## src/rtl/spi_rdy_pkg.sv

```systemverilog
package spi_rdy_pkg;

  typedef enum logic [1:0] {
    PH_IDLE  = 2'd0,
    PH_WAIT  = 2'd1,
    PH_ARMED = 2'd2,
    PH_POST  = 2'd3
  } phase_e;

endpackage

```

## src/rtl/rdy_sync.sv

```systemverilog
module rdy_sync #(
  parameter int   STAGES  = 2,
  parameter logic RST_VAL = 1'b1
) (
  input  logic clk,
  input  logic rst_n,
  input  logic din,
  output logic dout
);

  logic [STAGES-1:0] sh_q;
  logic [STAGES-1:0] sh_d;

  always_comb begin
    sh_d = {sh_q[STAGES-2:0], din};
  end

  always_ff @(posedge clk or negedge rst_n) begin
    if (!rst_n) sh_q <= {STAGES{RST_VAL}};
    else        sh_q <= sh_d;
  end

  assign dout = sh_q[STAGES-1];

endmodule

```

## src/rtl/tick_timer.sv

```systemverilog
module tick_timer #(
  parameter int CW = 8
) (
  input  logic          clk,
  input  logic          rst_n,
  input  logic          clr,
  input  logic          run,
  input  logic          tick,
  input  logic [CW-1:0] limit,
  output logic          expire
);

  localparam logic [CW-1:0] CNT_MAX = {CW{1'b1}};

  logic [CW-1:0] cnt_q;
  logic [CW-1:0] cnt_d;
  logic [CW:0]   cnt_inc;
  logic          step;

  assign step    = run & tick & ~clr;
  assign cnt_inc = {1'b0, cnt_q} + {{CW{1'b0}}, 1'b1};
  assign expire  = step & (cnt_inc >= {1'b0, limit});

  always_comb begin
    cnt_d = cnt_q;
    if (clr)                         cnt_d = '0;
    else if (step && cnt_q != CNT_MAX) cnt_d = cnt_inc[CW-1:0];
  end

  always_ff @(posedge clk or negedge rst_n) begin
    if (!rst_n) cnt_q <= '0;
    else        cnt_q <= cnt_d;
  end

endmodule

```

## src/rtl/rdy_phase_fsm.sv

```systemverilog
module rdy_phase_fsm
  import spi_rdy_pkg::*;
(
  input  logic clk,
  input  logic rst_n,
  input  logic en,
  input  logic timer_off,
  input  logic cs_n,
  input  logic rdy_act,
  input  logic word_start,
  input  logic word_end,
  input  logic c2r_exp,
  input  logic t2r_exp,
  output logic c2r_run,
  output logic c2r_clr,
  output logic t2r_run,
  output logic t2r_clr,
  output logic tmo_evt,
  output logic desync_evt
);

  phase_e phase_q, phase_d;
  logic   in_word_q, in_word_d;
  logic   cs_n_q;
  logic   cs_fall, cs_rise;

  assign cs_fall = cs_n_q & ~cs_n;
  assign cs_rise = ~cs_n_q & cs_n;

  // timer controls
  assign c2r_run = en & ~cs_fall & ~cs_rise & (phase_q == PH_WAIT) & ~rdy_act & ~timer_off;
  assign c2r_clr = ~en | cs_fall | (phase_q != PH_WAIT);
  assign t2r_run = en & ~cs_fall & (phase_q == PH_POST) & rdy_act;
  assign t2r_clr = ~en | cs_fall | (phase_q != PH_POST);

  always_comb begin
    phase_d    = phase_q;
    in_word_d  = in_word_q;
    tmo_evt    = 1'b0;
    desync_evt = 1'b0;
    if (!en) begin
      phase_d   = PH_IDLE;
      in_word_d = 1'b0;
    end else if (cs_fall) begin
      phase_d   = PH_WAIT;
      in_word_d = 1'b0;
    end else begin
      unique case (phase_q)
        PH_WAIT: begin
          if (cs_rise)      phase_d = PH_IDLE;
          else if (rdy_act) phase_d = PH_ARMED;
          else if (c2r_exp) begin
            tmo_evt = 1'b1;
            phase_d = PH_IDLE;
          end
        end
        PH_ARMED: begin
          if (cs_rise) begin
            phase_d   = PH_POST;
            in_word_d = 1'b0;
          end else if (in_word_q && !rdy_act) begin
            desync_evt = 1'b1;
            phase_d    = PH_IDLE;
            in_word_d  = 1'b0;
          end else begin
            if (word_start) in_word_d = 1'b1;
            if (word_end)   in_word_d = 1'b0;
          end
        end
        PH_POST: begin
          if (!rdy_act) phase_d = PH_IDLE;
          else if (t2r_exp) begin
            desync_evt = 1'b1;
            phase_d    = PH_IDLE;
          end
        end
        default: phase_d = PH_IDLE;
      endcase
    end
  end

  always_ff @(posedge clk or negedge rst_n) begin
    if (!rst_n) begin
      phase_q   <= PH_IDLE;
      in_word_q <= 1'b0;
      cs_n_q    <= 1'b1;
    end else begin
      phase_q   <= phase_d;
      in_word_q <= in_word_d;
      cs_n_q    <= cs_n;
    end
  end

endmodule

```

## src/rtl/sticky_flags.sv

```systemverilog
module sticky_flags #(
  parameter int NF = 2
) (
  input  logic          clk,
  input  logic          rst_n,
  input  logic          clr,
  input  logic [NF-1:0] set,
  output logic [NF-1:0] flags
);

  logic [NF-1:0] flags_q;
  logic [NF-1:0] flags_d;

  for (genvar i = 0; i < NF; i++) begin : g_flag
    always_comb begin
      flags_d[i] = set[i] | (flags_q[i] & ~clr);
    end
  end

  always_ff @(posedge clk or negedge rst_n) begin
    if (!rst_n) flags_q <= '0;
    else        flags_q <= flags_d;
  end

  assign flags = flags_q;

endmodule

```

## src/rtl/spi_rdy_watchdog.sv

```systemverilog
module spi_rdy_watchdog #(
  parameter int CW        = 8,
  parameter int SYNC_STGS = 2
) (
  input  logic          clk,
  input  logic          rst_n,
  input  logic          mon_en,
  input  logic          cs_timer_off,
  input  logic          flag_clr,
  input  logic          cs_n,
  input  logic          rdy_n_async,
  input  logic          sclk_tick,
  input  logic          word_start,
  input  logic          word_end,
  input  logic [CW-1:0] c2r_limit,
  input  logic [CW-1:0] t2r_limit,
  output logic          rdy_tmo_flag,
  output logic          desync_flag
);

  localparam int NFLAG = 2;

  logic             rdy_n_sync;
  logic             rdy_act;
  logic             c2r_run, c2r_clr, c2r_exp;
  logic             t2r_run, t2r_clr, t2r_exp;
  logic             rdy_tmo_evt, desync_evt;
  logic [NFLAG-1:0] flag_vec;

  rdy_sync #(.STAGES(SYNC_STGS), .RST_VAL(1'b1)) u_sync (
    .clk   (clk),
    .rst_n (rst_n),
    .din   (rdy_n_async),
    .dout  (rdy_n_sync)
  );

  assign rdy_act = ~rdy_n_sync;

  rdy_phase_fsm u_fsm (
    .clk        (clk),
    .rst_n      (rst_n),
    .en         (mon_en),
    .timer_off  (cs_timer_off),
    .cs_n       (cs_n),
    .rdy_act    (rdy_act),
    .word_start (word_start),
    .word_end   (word_end),
    .c2r_exp    (c2r_exp),
    .t2r_exp    (t2r_exp),
    .c2r_run    (c2r_run),
    .c2r_clr    (c2r_clr),
    .t2r_run    (t2r_run),
    .t2r_clr    (t2r_clr),
    .tmo_evt    (rdy_tmo_evt),
    .desync_evt (desync_evt)
  );

  tick_timer #(.CW(CW)) u_c2r (
    .clk    (clk),
    .rst_n  (rst_n),
    .clr    (c2r_clr),
    .run    (c2r_run),
    .tick   (sclk_tick),
    .limit  (c2r_limit),
    .expire (c2r_exp)
  );

  tick_timer #(.CW(CW)) u_t2r (
    .clk    (clk),
    .rst_n  (rst_n),
    .clr    (t2r_clr),
    .run    (t2r_run),
    .tick   (sclk_tick),
    .limit  (t2r_limit),
    .expire (t2r_exp)
  );

  sticky_flags #(.NF(NFLAG)) u_flags (
    .clk   (clk),
    .rst_n (rst_n),
    .clr   (flag_clr),
    .set   ({desync_evt, rdy_tmo_evt}),
    .flags (flag_vec)
  );

  assign rdy_tmo_flag = flag_vec[0];
  assign desync_flag  = flag_vec[1];

endmodule


```

## config.mk

```make
export PLATFORM = sky130hd
export DESIGN_NAME = spi_rdy_watchdog
export DESIGN_NICKNAME = d
export VERILOG_FILES = /design/src/rtl/spi_rdy_pkg.sv /design/src/rtl/rdy_sync.sv /design/src/rtl/tick_timer.sv /design/src/rtl/rdy_phase_fsm.sv /design/src/rtl/sticky_flags.sv /design/src/rtl/spi_rdy_watchdog.sv
export SDC_FILE = /design/constraint.sdc
export NUM_CORES = 1
export LEC_CHECK = 0
export BUFFER_PORTS_ARGS = -buffer_cell sky130_fd_sc_hd__buf_2
export CELL_PAD_IN_SITES_DETAIL_PLACEMENT = 0
export CELL_PAD_IN_SITES_GLOBAL_PLACEMENT = 1
export CORE_ASPECT_RATIO = 2
export CORE_MARGIN = 2
export CORE_UTILIZATION = 38
export DETAILED_ROUTE_END_ITERATION = 8
export GPL_ROUTABILITY_DRIVEN = 0
export GPL_TIMING_DRIVEN = 0
export PLACE_DENSITY_LB_ADDON = 0.1
export SLEW_MARGIN = 10
export SYNTH_ARGS = -nofsm -noshare
export SYNTH_HDL_FRONTEND = slang
export SYNTH_SLANG_ARGS = --single-unit
```

## constraint.sdc

```tcl
create_clock -name clk -period 2.45 [get_ports clk]
set_input_delay 0.3675 -clock clk [delete_from_list [all_inputs] [get_ports clk]]
set_output_delay 0.3675 -clock clk [all_outputs]
set_load 0.01 [all_outputs]
```

Word-level counts from Yosys, hierarchy flattened:

Cells that the tools add are included.

* bits in registers: 24
* input bits: 26
* output and inout bits: 2
* word-level logic and storage cells: 96

* $add $sub $neg: 2
* order comparisons: 2
* equal/unequal tests: 12
* multiplexer cells: 34
* bitwise operators: 32
* reductions and logical operators: 7

Operator list (number)
* 8-bit 2-to-1 mux: 4
* 1-bit 2-to-1 mux: 19
* 8-bit by 1-bit adder with 9-bit output (second input constant): 2
* 9-bit by 8-bit >= comparator with 1-bit output: 2
* 2-bit 2-to-1 mux: 9
* 1-bit AND: 17
* 8-bit != test (second input constant): 2
* 1-bit inverter: 10
* 6-bit by 1-bit != test with 1-bit output (second input constant): 1
* 6-bit by 4-bit != test with 1-bit output (second input constant): 1
* 2-bit case mux with 3 select lines: 1
* 5-bit by 2-bit != test with 1-bit output (second input constant): 1
* 5-bit by 4-bit != test with 1-bit output (second input constant): 1
* 1-bit bitwise OR: 5
* 2-bit == test (second input constant): 2
* 2-bit nonzero test: 2
* 1-bit logical AND: 3
* 3-bit by 1-bit != test with 1-bit output (second input constant): 1
* 3-bit AND reduction: 1
* 2-bit by 1-bit == test with 1-bit output (second input constant): 1
* 2-bit by 1-bit != test with 1-bit output (second input constant): 1
* 2-bit != test (second input constant): 1
* 1-bit case mux with 2 select lines: 1
* 2-bit AND reduction: 1

Depth between registers and ports, before layout:

* word-level depth: 18
* depth in mapped cells: 11
* depth with buffers taken out: 11

By module:

From an unflattened synthesis, not the netlist that was laid out.

* cell total of the unflattened synthesis: 210
* area, all modules: 1938.1 µm²

Modules (own cells, without submodules)
* tick_timer: times used 2, cells each 81, area each 706.9 µm², seq. area each 200.2 µm²
* rdy_phase_fsm: times used 1, cells each 40, area each 399.1 µm², seq. area each 101.3 µm²
* sticky_flags: times used 1, cells each 5, area each 68.8 µm², seq. area each 50.0 µm²
* rdy_sync: times used 1, cells each 2, area each 52.6 µm², seq. area each 52.6 µm²
* spi_rdy_watchdog: times used 1, cells each 1, area each 3.8 µm², seq. area each 0.0 µm²

Worst setup path before layout:

No wires, ideal clock.

* path kind: reg-to-reg
* start point: reg u_t2r.cnt_q[0]
* end point: reg u_fsm.phase_q[1]
* setup time: 0.125 ns
* arrival: 2.389 ns
* data required time: 2.325 ns
* setup slack: -0.064 ns
* cell stages (with the launch flop): 12
* cell sequence: dfrtp_1 ha_1 nand4_1 nor2_1 xor2_1 ha_1 a21oi_1 o21ai_1 a221oi_1 o21ai_0 o211ai_2 mux2_4

* word-level cells in the longest chain between the ends: 5

RTL lines
* from (decl): line tick_timer.sv:15 `logic [CW-1:0] cnt_q;`
* from (signal assigned): line tick_timer.sv:32 `else cnt_q <= cnt_d;`
* 8-bit by 1-bit adder with 9-bit output: line tick_timer.sv:21 `assign cnt_inc = {1'b0, cnt_q} + {{CW{1'b0}}, 1'b1};`
* 9-bit by 8-bit >= comparator with 1-bit output: line tick_timer.sv:22 `assign expire = step & (cnt_inc >= {1'b0, limit});`
* 1-bit AND: line tick_timer.sv:22
* 5-bit by 4-bit != test with 1-bit output (no line)
* 3-bit AND reduction (no line)
* to (signal assigned): line rdy_phase_fsm.sv:88 `phase_q <= phase_d;`
* to (decl): line rdy_phase_fsm.sv:22 `phase_e phase_q, phase_d;`

Every way passes these cells.
A chain may end at the register's enable or synchronous reset.

Final worst setup path:

* start point: reg u_c2r.cnt_q[1]
* end point: reg u_fsm.phase_q[1]

* word-level cells in the longest chain between the ends: 5

RTL lines (line)
* from (decl): tick_timer.sv:15
* from (signal assigned): tick_timer.sv:32
* 8-bit by 1-bit adder with 9-bit output: tick_timer.sv:21
* 9-bit by 8-bit >= comparator with 1-bit output: tick_timer.sv:22
* 1-bit AND: tick_timer.sv:22
* 6-bit by 4-bit != test with 1-bit output (no line)
* 3-bit AND reduction (no line)

Every way passes these cells.

==> parameters.txt <==
Parameter                              Value

Run status
  Result of the run ... finished with violations
  Violations in the final reports ... setup timing

Logic synthesis
  Area leader, netlist ... sky130_fd_sc_hd__dfrtp_1
  Most instantiated cells after synthesis ... 23 x sky130_fd_sc_hd__ha_1, 23 x sky130_fd_sc_hd__nand2_1, 23 x sky130_fd_sc_hd__nand3_1
  Cell types occupying the most area after synthesis ... sky130_fd_sc_hd__dfrtp_1 30%, sky130_fd_sc_hd__ha_1 16%, sky130_fd_sc_hd__nand3_1 6.5%
  Share of the synthesized area in the top cell type ... 0.2958
  Share of async-settable or async-resettable flops after synthesis ... 1.000
  Mean instance size in the synthesized netlist ... 8.709 µm²
  Post-Syn Instances ... 204
  Sequential-to-total area share from yosys stat ... 0.3401
  Most used flip-flop cell after synthesis ... sky130_fd_sc_hd__dfrtp_1
  Post-Synthesis Cell Area ... 1777 µm²
  Unique masters post-synth ... 41
  Seq cells post-synth ... 24
  Syn Nets ... 253
  Number of enable flip-flop cells after synthesis ... 0
  Warnings from Yosys ... 0

Worst hold path
  Path class of the lowest-slack min-delay path ... input port to async pin

Global route
  Number of antenna violations at the first check in global routing ... 0
  Tot GR Track Use ... 0.1895
  Largest net degree at the start of global routing ... 25
  Grt ovf ... 0
  Number of global-route vias before repair ... 1778
  First-pass GRT wire length ... 7659 µm

Setup path
  Required time at the worst-slack endpoint ... 2610 ps
  Cell repeated most along the worst path ... sky130_fd_sc_hd__ha_4
  Cell with the largest stage delay on the worst path ... sky130_fd_sc_hd__dfrtp_2
  Endpoint arrival time on the critical path ... 2770 ps
  Type of the setup path with the least slack ... flip-flop to flip-flop
  Kind of start point of the critical path ... flip-flop
  Depth of the most critical reg-to-reg path ... 10
  Stage delay of the slowest cell on the critical path ... 440 ps
  Largest fanout of any net on the critical path ... 4
  Capturing element type of the critical path ... flip-flop
  Worst-path cell chain ... ha_4, and3_4, xor2_2, ha_4, nand4_1, o221ai_2, o21ai_2, a31oi_4, o211ai_2, mux2_4

Die
  Standard cell core area ... 4554 µm²
  Starting utilization of the core area ... 0.3901
  Die area ... 5272 µm²
  Y dimension of the die ... 100.7 µm
  Site Rows ... 35
  # IOs ... 28
  Horiz. Die Dim ... 52.35 µm

STA
  Setup WS post-layout ... -156.1 ps
  Final setup vio count ... 2
  Max Slew Vio Count ... 0
  RSZ-0062 raised after global routing ... yes
  Post-route worst hold slack ... 84.16 ps
  Worst Skew ... 10.04 ps
  Max-slew headroom ... 0.5381
  Final cycle utilization of the critical path ... 1.064
  Final critical delay including setup and external delays ... 2606 ps
  Transition time at the pin with the least slew margin ... 687.1 ps
  Hold violation count in the final report ... 0
  Maximum clock frequency ... 0.3837 GHz
  Final TNS setup ... -265.1 ps

Placement
  HPWL after detailed placement ... 3433 µm
  Standard cell area after detailed placement ... 1993 µm²
  Number of port buffers ... 27

Clocking
  Clock buffer depth ... 2
  Clock transition time at the flip-flop clock pins of the worst setup and hold paths ... 90 ps
  TritonCTS clock tree ... built
  Clk sinks ... 24
  Clock latency of the later-clocked register in the worst-skew pair ... 270 ps
  CTS root buf ... sky130_fd_sc_hd__clkbuf_8
  Number of clock buffers inserted by TritonCTS ... 3
  CTS HTree Levels ... 1
  Hold Buf Count CTS ... 0

Power and ir drop
  Total power divided by cell area ... 332.3 nW/µm²
  IR Drop Worst-Case VDD ... 0.0002354 V
  Leakage ... 1.140 nW

Final layout
  Design area ... 2263 µm²
  Post-layout util ... 0.4970
  Synth-to-Final Area Change ... 27.39%
  NumNets Final ... 300
  Layout cells sized above 1 ... 0.3040
  # fillers ... 452
  Antenna fix cells ... 0

Route
  First-pass iteration count of the detailed router ... 5
  Routed wire length per instance ... 14.64 µm
  Via count ... 1614
  Initial DRC count ... 13
  Avg Vias per Cell ... 5.292
  Detailed-route wire length ... 4465 µm
  Remaining antenna violation count after routing ... 0
  Count of unresolved DRC violations after routing ... 0

Run
  Max-cap violations ... 0
-- power breakdown --
| group | internal, W | total (W) | leakage, nW | switching, W |
|---|---|---|---|---|
| Sequential | 0.000401 | 0.000404 | 0.316 | 0.00000286 |
| Combinational | 0.0000331 | 0.0000761 | 0.795 | 0.0000430 |
| Clock | 0.000144 | 0.000272 | 0.0288 | 0.000128 |
-- cell usage in the layout, fill, tap and decap left out, drive strengths merged, types with 2 or more instances in the layout --
cell / synthesis / layout
nand2: 23 / 23
xnor2: 6 / 6
mux2i: 2 / 2
a21oi: 7 / 7
ha: 23 / 23
nor2: 7 / 7
a32o: 2 / 2
a31oi: 2 / 2
o211ai: 2 / 2
dfstp: 3 / 3
and3: 3 / 3
and2: 4 / 4
xor2: 6 / 6
o21ai: 16 / 16
buf: 0 / 42
nor3b: 2 / 2
nand3: 23 / 23
nand2b: 7 / 7
dfrtp: 21 / 21
a21o: 2 / 2
nand4: 3 / 3
clkbuf: 2 / 6
inv: 23 / 23
-- metal layers --
metal	vias up	track usage	part of all wire
met5	-	0	0
met1	773	0.1782	0.36
li1	801	-	-
met2	32	0.3865	0.59
met4	0	0.07298	0.021
met3	8	0.01632	0.019
-- state kept, by name, indices dropped and copies added, names as in the netlist --
signal	cells
u_fsm.in_word_q	1
u_sync.sh_q	2
u_fsm.phase_q	2
u_t2r.cnt_q	8
u_fsm.cs_n_q	1
u_flags.flags	2
u_c2r.cnt_q	8
-- per-stage QoR --
step | power, W | setup WS [ps] | std cells
2_1_floorplan | 0.0004438 | 0.6346 | 204
3_3_place_gp | 0.0004797 | -423.8 | 286
3_5_place_dp | 0.0004835 | -473.7 | 286
4_1_cts | 0.0007580 | -164.4 | 299
5_1_grt | 0.0007937 | -267.9 | 305
6_report | 0.0007520 | -156.1 | 305
-- layout make-up --
class / count / area, µm² / share of cell area
Multi-Input combinational cell: 155 / 1184 / 0.5229
Sequential cell: 24 / 610.6 / 0.2698
Timing Repair Buffer: 42 / 251.5 / 0.1111
Inverter: 23 / 86.33 / 0.03814
Tap cell: 55 / 68.82 / 0.03040
Clock buffer: 4 / 55.05 / 0.02432
Buffer: 2 / 7.507 / 0.003317
-- cell families (layout without fill, tap and decap cells) --
family                   Yosys count  after routing  share of synthesized area
AND/OR/NAND/NOR                   81             81                     0.2366
AO/OA/AOI/OAI                     36             36                     0.1296
buffers and inverters             25             71                    0.05282
flip-flops                        24             24                     0.3401
adder cells (fa/ha/maj)           23             23                     0.1620
XOR/XNOR                          12             12                    0.05915
multiplexers                       3              3                    0.01972
-- critical path, delay by kind of cell (launching register included) --
family / cells / cell delay, ps
AO/OA/AOI/OAI: 4 / 760
adder cells (fa/ha/maj): 2 / 470
flip-flops: 1 / 440
AND/OR/NAND/NOR: 2 / 370
multiplexers: 1 / 310
XOR/XNOR: 1 / 160
-- path summary, 6_finish.rpt --
kind / startpoint / endpoint / slack [ps]
worst max-delay path: u_c2r.cnt_q[1] / u_fsm.phase_q[1] / -160
worst min-delay path: rst_n / u_t2r.cnt_q[5] / 80
worst max register to register: u_c2r.cnt_q[1] / u_fsm.phase_q[1] / -160
worst min register to register: u_sync.sh_q[0] / u_sync.sh_q[1] / 360
max in group asynchronous: rst_n / u_c2r.cnt_q[0] / 1960
min in group clk: rdy_n_async / u_sync.sh_q[0] / 180
-- timing repair --
action / in CTS / in global routing
endpoints found under the hold margin: 0 / 0
endpoints found under the setup margin: 2 / 5
resized for setup: 13 / 11
pin swaps: 14 / 14
buffers inserted: 9 / 6
No activity file was read; power rests on OpenSTA's default activity.
